--- src/rtl/pbm_pkg.sv ---
package pbm_pkg;

    typedef enum logic [1:0] {
        PH_IDLE,
        PH_SETUP,
        PH_STROBE,
        PH_HOLD
    } phase_e;

    typedef enum logic {
        CYC_WR,
        CYC_RD
    } cyc_e;

    typedef struct packed {
        logic wr;
        logic rd;
        logic cs;
        logic req;
        logic oe;
    } bus_ctl_t;

    // Strobe pattern for a given phase of a given cycle type
    function automatic bus_ctl_t phase_ctl(phase_e ph, cyc_e kind);
        bus_ctl_t c;
        c = '0;
        c.wr  = (kind == CYC_WR) && (ph == PH_SETUP || ph == PH_STROBE);
        c.rd  = (kind == CYC_RD) && (ph == PH_SETUP || ph == PH_STROBE);
        c.cs  = (ph == PH_STROBE);
        c.req = (ph == PH_SETUP || ph == PH_STROBE);
        c.oe  = (kind == CYC_WR) && (ph != PH_IDLE);
        return c;
    endfunction

endpackage

--- src/rtl/pbm_fifo.sv ---
module pbm_fifo #(
    parameter int WIDTH = 16,
    parameter int DEPTH = 4
) (
    input  logic             clk,
    input  logic             rst,
    input  logic             push,
    input  logic [WIDTH-1:0] din,
    input  logic             pop,
    output logic [WIDTH-1:0] dout,
    output logic             empty,
    output logic             full
);
    localparam int AW = (DEPTH > 1) ? $clog2(DEPTH) : 1;
    localparam logic [AW-1:0] LAST = AW'(DEPTH - 1);

    logic [WIDTH-1:0] mem [DEPTH];
    logic [AW-1:0]    wp, rp;
    logic [AW:0]      cnt;

    logic do_push, do_pop;
    assign do_push = push && !full;
    assign do_pop  = pop && !empty;
    assign empty   = (cnt == '0);
    assign full    = (cnt == (AW+1)'(DEPTH));
    assign dout    = mem[rp];

    always_ff @(posedge clk) begin
        if (rst) begin
            wp  <= '0;
            rp  <= '0;
            cnt <= '0;
        end else begin
            if (do_push) begin
                mem[wp] <= din;
                wp      <= (wp == LAST) ? '0 : wp + 1'b1;
            end
            if (do_pop)
                rp <= (rp == LAST) ? '0 : rp + 1'b1;
            case ({do_push, do_pop})
                2'b10:   cnt <= cnt + 1'b1;
                2'b01:   cnt <= cnt - 1'b1;
                default: cnt <= cnt;
            endcase
        end
    end
endmodule

--- src/rtl/pbm_clkdiv.sv ---
module pbm_clkdiv #(
    parameter int DIV_W = 8
) (
    input  logic             clk,
    input  logic             rst,
    input  logic             clr,
    input  logic [DIV_W-1:0] div,
    output logic             tick
);
    logic [DIV_W-1:0] cnt;
    logic [DIV_W-1:0] lim;

    assign lim  = (div == '0) ? '0 : div - 1'b1;
    assign tick = !clr && (cnt == lim);

    always_ff @(posedge clk) begin
        if (rst || clr)
            cnt <= '0;
        else if (cnt == lim)
            cnt <= '0;
        else
            cnt <= cnt + 1'b1;
    end
endmodule

--- src/rtl/pbm_seq.sv ---
module pbm_seq
    import pbm_pkg::*;
#(
    parameter int DATA_W = 16,
    parameter int CNT_W  = 8
) (
    input  logic              clk,
    input  logic              rst,
    input  logic              tick,
    input  logic              tx_empty,
    input  logic [DATA_W-1:0] tx_data,
    input  logic              rx_full,
    input  logic              ctl_wr,
    input  logic              ctl_read,
    input  logic [CNT_W-1:0]  ctl_count,
    input  logic [DATA_W-1:0] bus_din,
    output logic              tx_pop,
    output logic              rx_push,
    output logic [DATA_W-1:0] rx_data,
    output logic              read_busy,
    output logic              burst,
    output logic              div_clr,
    output bus_ctl_t          bus,
    output logic [DATA_W-1:0] bus_dout
);
    phase_e            phase;
    cyc_e              kind;
    logic [DATA_W-1:0] dout_q;
    logic              read_pend;
    logic              reading;
    logic [CNT_W-1:0]  left;

    logic start_rd, start_wr, rd_done;

    assign start_rd = (phase == PH_IDLE) && read_pend && (reading || tx_empty) && !rx_full;
    assign start_wr = (phase == PH_IDLE) && !reading && !tx_empty;
    assign rd_done  = (phase == PH_STROBE) && tick && (kind == CYC_RD);

    assign tx_pop    = start_wr;
    assign rx_push   = rd_done;
    assign rx_data   = bus_din;
    assign read_busy = read_pend;
    assign burst     = reading;
    assign div_clr   = (phase == PH_IDLE);
    assign bus       = phase_ctl(phase, kind);
    assign bus_dout  = dout_q;

    always_ff @(posedge clk) begin
        if (rst) begin
            phase     <= PH_IDLE;
            kind      <= CYC_WR;
            dout_q    <= '0;
            read_pend <= 1'b0;
            reading   <= 1'b0;
            left      <= '0;
        end else begin
            case (phase)
                PH_IDLE: begin
                    if (start_rd) begin
                        kind    <= CYC_RD;
                        reading <= 1'b1;
                        phase   <= PH_SETUP;
                    end else if (start_wr) begin
                        kind   <= CYC_WR;
                        dout_q <= tx_data;
                        phase  <= PH_SETUP;
                    end
                end
                PH_SETUP:  if (tick) phase <= PH_STROBE;
                PH_STROBE: if (tick) phase <= PH_HOLD;
                default:   phase <= PH_IDLE;
            endcase

            if (rd_done) begin
                if (left == '0) begin
                    read_pend <= 1'b0;
                    reading   <= 1'b0;
                end else begin
                    left <= left - 1'b1;
                end
            end

            if (ctl_wr && ctl_read && !read_pend) begin
                read_pend <= 1'b1;
                left      <= ctl_count;
            end
        end
    end
endmodule

--- src/rtl/pbus_master.sv ---
module pbus_master
    import pbm_pkg::*;
#(
    parameter int DATA_W   = 16,
    parameter int CNT_W    = 8,
    parameter int DIV_W    = 8,
    parameter int TX_DEPTH = 4,
    parameter int RX_DEPTH = 4
) (
    input  logic              clk,
    input  logic              rst,
    input  logic              tx_push,
    input  logic [DATA_W-1:0] tx_wdata,
    output logic              tx_full,
    output logic              tx_empty,
    input  logic              rx_pop,
    output logic [DATA_W-1:0] rx_rdata,
    output logic              rx_empty,
    input  logic              ctl_wr,
    input  logic              ctl_read,
    input  logic [CNT_W-1:0]  ctl_count,
    input  logic [DIV_W-1:0]  ctl_div,
    output logic              read_busy,
    output logic              bus_wr,
    output logic              bus_rd,
    output logic              bus_cs,
    output logic              bus_rreq,
    output logic              bus_oe,
    output logic [DATA_W-1:0] bus_dout,
    input  logic [DATA_W-1:0] bus_din
);
    logic [DIV_W-1:0]  div_q;
    logic              tick, div_clr;
    logic              tx_pop;
    logic [DATA_W-1:0] tx_head;
    logic              rx_push, rx_full_i;
    logic [DATA_W-1:0] rx_wdata;
    logic              rd_burst;
    bus_ctl_t          bus;

    always_ff @(posedge clk) begin
        if (rst)
            div_q <= '0;
        else if (ctl_wr)
            div_q <= ctl_div;
    end

    pbm_fifo #(.WIDTH(DATA_W), .DEPTH(TX_DEPTH)) u_txq (
        .clk(clk), .rst(rst),
        .push(tx_push), .din(tx_wdata),
        .pop(tx_pop), .dout(tx_head),
        .empty(tx_empty), .full(tx_full)
    );

    pbm_fifo #(.WIDTH(DATA_W), .DEPTH(RX_DEPTH)) u_rxq (
        .clk(clk), .rst(rst),
        .push(rx_push), .din(rx_wdata),
        .pop(rx_pop), .dout(rx_rdata),
        .empty(rx_empty), .full(rx_full_i)
    );

    pbm_clkdiv #(.DIV_W(DIV_W)) u_div (
        .clk(clk), .rst(rst), .clr(div_clr), .div(div_q), .tick(tick)
    );

    pbm_seq #(.DATA_W(DATA_W), .CNT_W(CNT_W)) u_seq (
        .clk(clk), .rst(rst), .tick(tick),
        .tx_empty(tx_empty), .tx_data(tx_head),
        .rx_full(rx_full_i),
        .ctl_wr(ctl_wr), .ctl_read(ctl_read), .ctl_count(ctl_count),
        .bus_din(bus_din),
        .tx_pop(tx_pop), .rx_push(rx_push), .rx_data(rx_wdata),
        .read_busy(read_busy), .burst(rd_burst), .div_clr(div_clr),
        .bus(bus), .bus_dout(bus_dout)
    );

    assign bus_wr   = bus.wr;
    assign bus_rd   = bus.rd;
    assign bus_cs   = bus.cs;
    assign bus_rreq = bus.req;
    assign bus_oe   = bus.oe;
endmodule

--- config.mk ---
export PLATFORM = sky130hd
export DESIGN_NAME = pbus_master
export DESIGN_NICKNAME = d
export VERILOG_FILES = /design/src/rtl/pbm_pkg.sv /design/src/rtl/pbm_fifo.sv /design/src/rtl/pbm_clkdiv.sv /design/src/rtl/pbm_seq.sv /design/src/rtl/pbus_master.sv
export SDC_FILE = /design/constraint.sdc
export NUM_CORES = 1
export LEC_CHECK = 0
export BUFFER_PORTS_ARGS = -buffer_cell sky130_fd_sc_hd__buf_2
export CORE_MARGIN = 2
export CORE_UTILIZATION = 50
export CTS_CLUSTER_DIAMETER = 150
export CTS_CLUSTER_SIZE = 30
export DETAILED_ROUTE_END_ITERATION = 12
export PLACE_DENSITY_LB_ADDON = 0.15
export SETUP_SLACK_MARGIN = 0.15
export SLEW_MARGIN = 20
export SYNTH_ARGS = -nofsm -noshare
export SYNTH_HDL_FRONTEND = slang
export SYNTH_HIERARCHICAL = 1
export SYNTH_SLANG_ARGS = --single-unit
--- constraint.sdc ---
create_clock -name clk -period 4 [get_ports clk]
set_input_delay 0.8 -clock clk [delete_from_list [all_inputs] [get_ports clk]]
set_output_delay 0.8 -clock clk [all_outputs]
set_load 0.01 [all_outputs]
==> reports/qor.txt <==
input/output buffers - 94
n_diodes - 0
DP Wirelength - 9740 µm
drt drc - 0
final hold violation count - 0
Std-Cell Rows - 46
skew final - 12.5 ps
Mapped Area - 0.00810 mm²
Post-synth top flop - edfxtp_1
Vias/cell - 5.36
sequential area share after synthesis - 63.0%
slew at the pin with the worst max-slew slack - 985 ps
Synth Register Bits - 191
Post-synth EDFFs - 128
clock transition at the registers of the reported paths - 60 ps
Max Slew Vio Count - 0
via count - 4,749
sequential cell area - 0.00511 mm²
reg-to-reg slack, setup - 330 ps
top cell type's share of synthesized area - 47.4%
hold buffers post-CTS - 0
Worst Setup Path Type - reg -> reg
clk buf depth - 2
crit end category - flip-flop
reg2reg path depth - 14
final core occ - 59.2%
crit path max fanout - 8
router iterations before antenna repair - 4
first-pass GRT wire length - 24,600 µm
commonest non-fill, non-tap cell in the layout - edfxtp_1
Chip Width - 131 µm
Pwr Density - 531 mW/mm²
multi-input logic area - 0.00278 mm²
initial antenna violation count - 0
RePlAce Congestion - 0.755
CTS tree - done
Area contributors post-synth - edfxtp_1 (47%), dfxtp_1 (16%), mux4_2 (8.9%), ha_1 (2.9%), nand2_1 (2.3%)
total gr overflow - 0
Static Leak - 3.41 nW
Max Clk Rate - 272 MHz
outcome - completed
CTS H-tree depth - 4
largest net degree at the start of global routing - 60
maxcap violations - 0
WL final - 15,000 µm
number of global-route vias before repair - 4,795
share of layout cells above drive strength 1 - 30.0%
die height - 131 µm
r2r endpoint - u_rxq/cnt[2]
Critical Path Sink - u_rxq/cnt[2]
commonest cells after routing, fill and taps aside - edfxtp_1 (128), buf_2 (94), dfxtp_1 (60), nand2_1 (49), nor2_1 (36)
Setup Viol. Count Final - 0
Avg Cell Area, Syn - 14.2 µm²
Final Cycle Share - 91.8%
Syn Nets - 645
Post-Syn Instances - 570
area leader, netlist - edfxtp_1
Worst slew margin - 34.3%
TNS Setup - 0 ps
Tmin final - 3670 ps
initial core utilization - 51.0%
Post-synth ARST share - 0%
Crit path required time - 4340 ps
Routed WL per cell - 16.9 µm
Setup crit start kind - flip-flop
clk sinks - 191
Worst Path Arrival - 4020 ps
Max IR drop VDD - 0.380 mV
gr usage total - 18.2%
area grow syn2layout - 16.0%
nets@finish - 732
class of the worst hold path - reg -> reg
die area - 0.0172 mm²
Crit. Startpoint - div_q[2]
core area - 0.0159 mm²
reg2reg start - div_q[2]
CTS buffer count - 17
clock root cell - clkbuf_16
Fillers - 1,254
Yosys cell types - 64
antenna viol nets, final - 0
clock latency on the worst-skew pair - 430 ps
Ports - 95
First DRT Iteration DRCs - 275
synth warn - 6
RSZ-0062 raised after global routing - no
## synth_stat cells (2+ instances only)
cell / count
or3b_1: 3
o21ai_0: 6
mux2i_1: 11
a22o_1: 2
nand2_1: 49
fa_1: 2
nor2b_1: 2
or4_1: 3
nand3b_1: 4
nor2_1: 36
nor3b_1: 9
or3_2: 2
nand3_1: 10
a21oi_1: 28
nor4_1: 3
a211oi_1: 6
buf_4: 20
mux4_2: 32
buf_1: 4
a21oi_2: 4
a21o_1: 4
o31ai_1: 3
nand2b_1: 4
buf_2: 5
a31oi_1: 9
edfxtp_1: 128
and4b_1: 4
xnor2_1: 12
and3_1: 2
buf_6: 2
nor3_1: 6
ha_1: 19
nand4_1: 2
dfxtp_1: 63
clkbuf_1: 9
inv_1: 21
xor2_1: 9
or3_1: 6
## sequential cells by signal, summed over array words and instances (netlist names), named ones only
signal,count
div_q,8
u_div/cnt,8
u_rxq/cnt,3
u_rxq/mem,64
u_rxq/rp,2
u_rxq/wp,2
u_seq/burst,1
u_seq/bus_dout,16
u_seq/kind,1
u_seq/left,8
u_seq/phase,2
u_seq/read_busy,1
u_txq/cnt,3
u_txq/mem,64
u_txq/rp,2
u_txq/wp,2
## where the power goes
part | internal [W] | switching (W) | total, W
Clock | 0.000944 | 0.000715 | 0.00166
Combinational | 0.000417 | 0.000553 | 0.000971
Sequential | 0.00226 | 0.000106 | 0.00236
Total | 0.00362 | 0.00137 | 0.00499
## stage by stage
step	total power [W]	area (µm²)	cells	worst slack (ps)	hold WS, ps
floorplan	0.00305	8100	570	-250	458
global placement	0.00335	8750	852	245	441
detailed placement	0.00337	8750	852	149	445
CTS	0.00504	9360	884	160	454
global route	0.00523	9400	886	161	479
finish	0.00499	9400	886	327	452
## cells by family after synthesis
kind of cell,after synthesis,share of synthesized area [%]
adders and majority gates,21,3.43
DFF,191,63.0
xor gates and xnor gates,22,2.55
muxes,44,10.4
and+or+nand+nor,154,10.1
AOI/OAI and AO/OA,76,6.44
buffers and inverters,62,4.06
## worst max-delay path, cell delays in order (launching register included)
cell     delay [ps]
dfxtp_2         360
or3_4           440
or3_1           350
and4b_1         210
o311a_1         380
and4b_2         260
nand3_2          90
inv_1            80
nand2_1          90
ha_2            190
inv_1            50
fa_1            370
xor2_1          160
or3_2           410
a21oi_1         150
## layer usage
metal,wire length (µm),share of wire (%),vias up,track usage (%)
li1,-,-,2297,-
met1,6670,44,2344,23.0
met2,7530,50,97,30.8
met3,682,4.5,11,4.86
met4,129,0.86,0,5.43
met5,0,0,-,0
## repair_timing
item | CTS | global route
endpoints found under the hold margin | 0 | 0
pin swaps | 0 | 2
buffers inserted | 0 | 2
endpoints found under the setup margin | 1 | 2
resized for setup | 3 | 9
## cell type report
type	count	share of cell area (%)
flip-flops and latches	191	54.4
multi-input cells	317	29.5
repair buffers	108	6.12
clock buffers	20	4.75
well taps	216	2.88
clock inverters	12	1.46
inverters	22	0.879
## worst min path at each step
stage	end	slack (ps)	startpoint	depth (start not counted)
after floorplan	div_q[5]	460	div_q[5]	2
after global placement	u_seq/bus_dout[9]	440	u_seq/bus_dout[9]	2
after detailed placement	u_seq/bus_dout[1]	440	u_seq/bus_dout[1]	2
after CTS	u_seq/bus_dout[1]	450	u_seq/bus_dout[1]	2
after global routing	u_seq/bus_dout[6]	480	u_seq/bus_dout[6]	2
final	u_seq/bus_dout[1]	450	u_seq/bus_dout[1]	2
(Power assumes the default switching activity.)
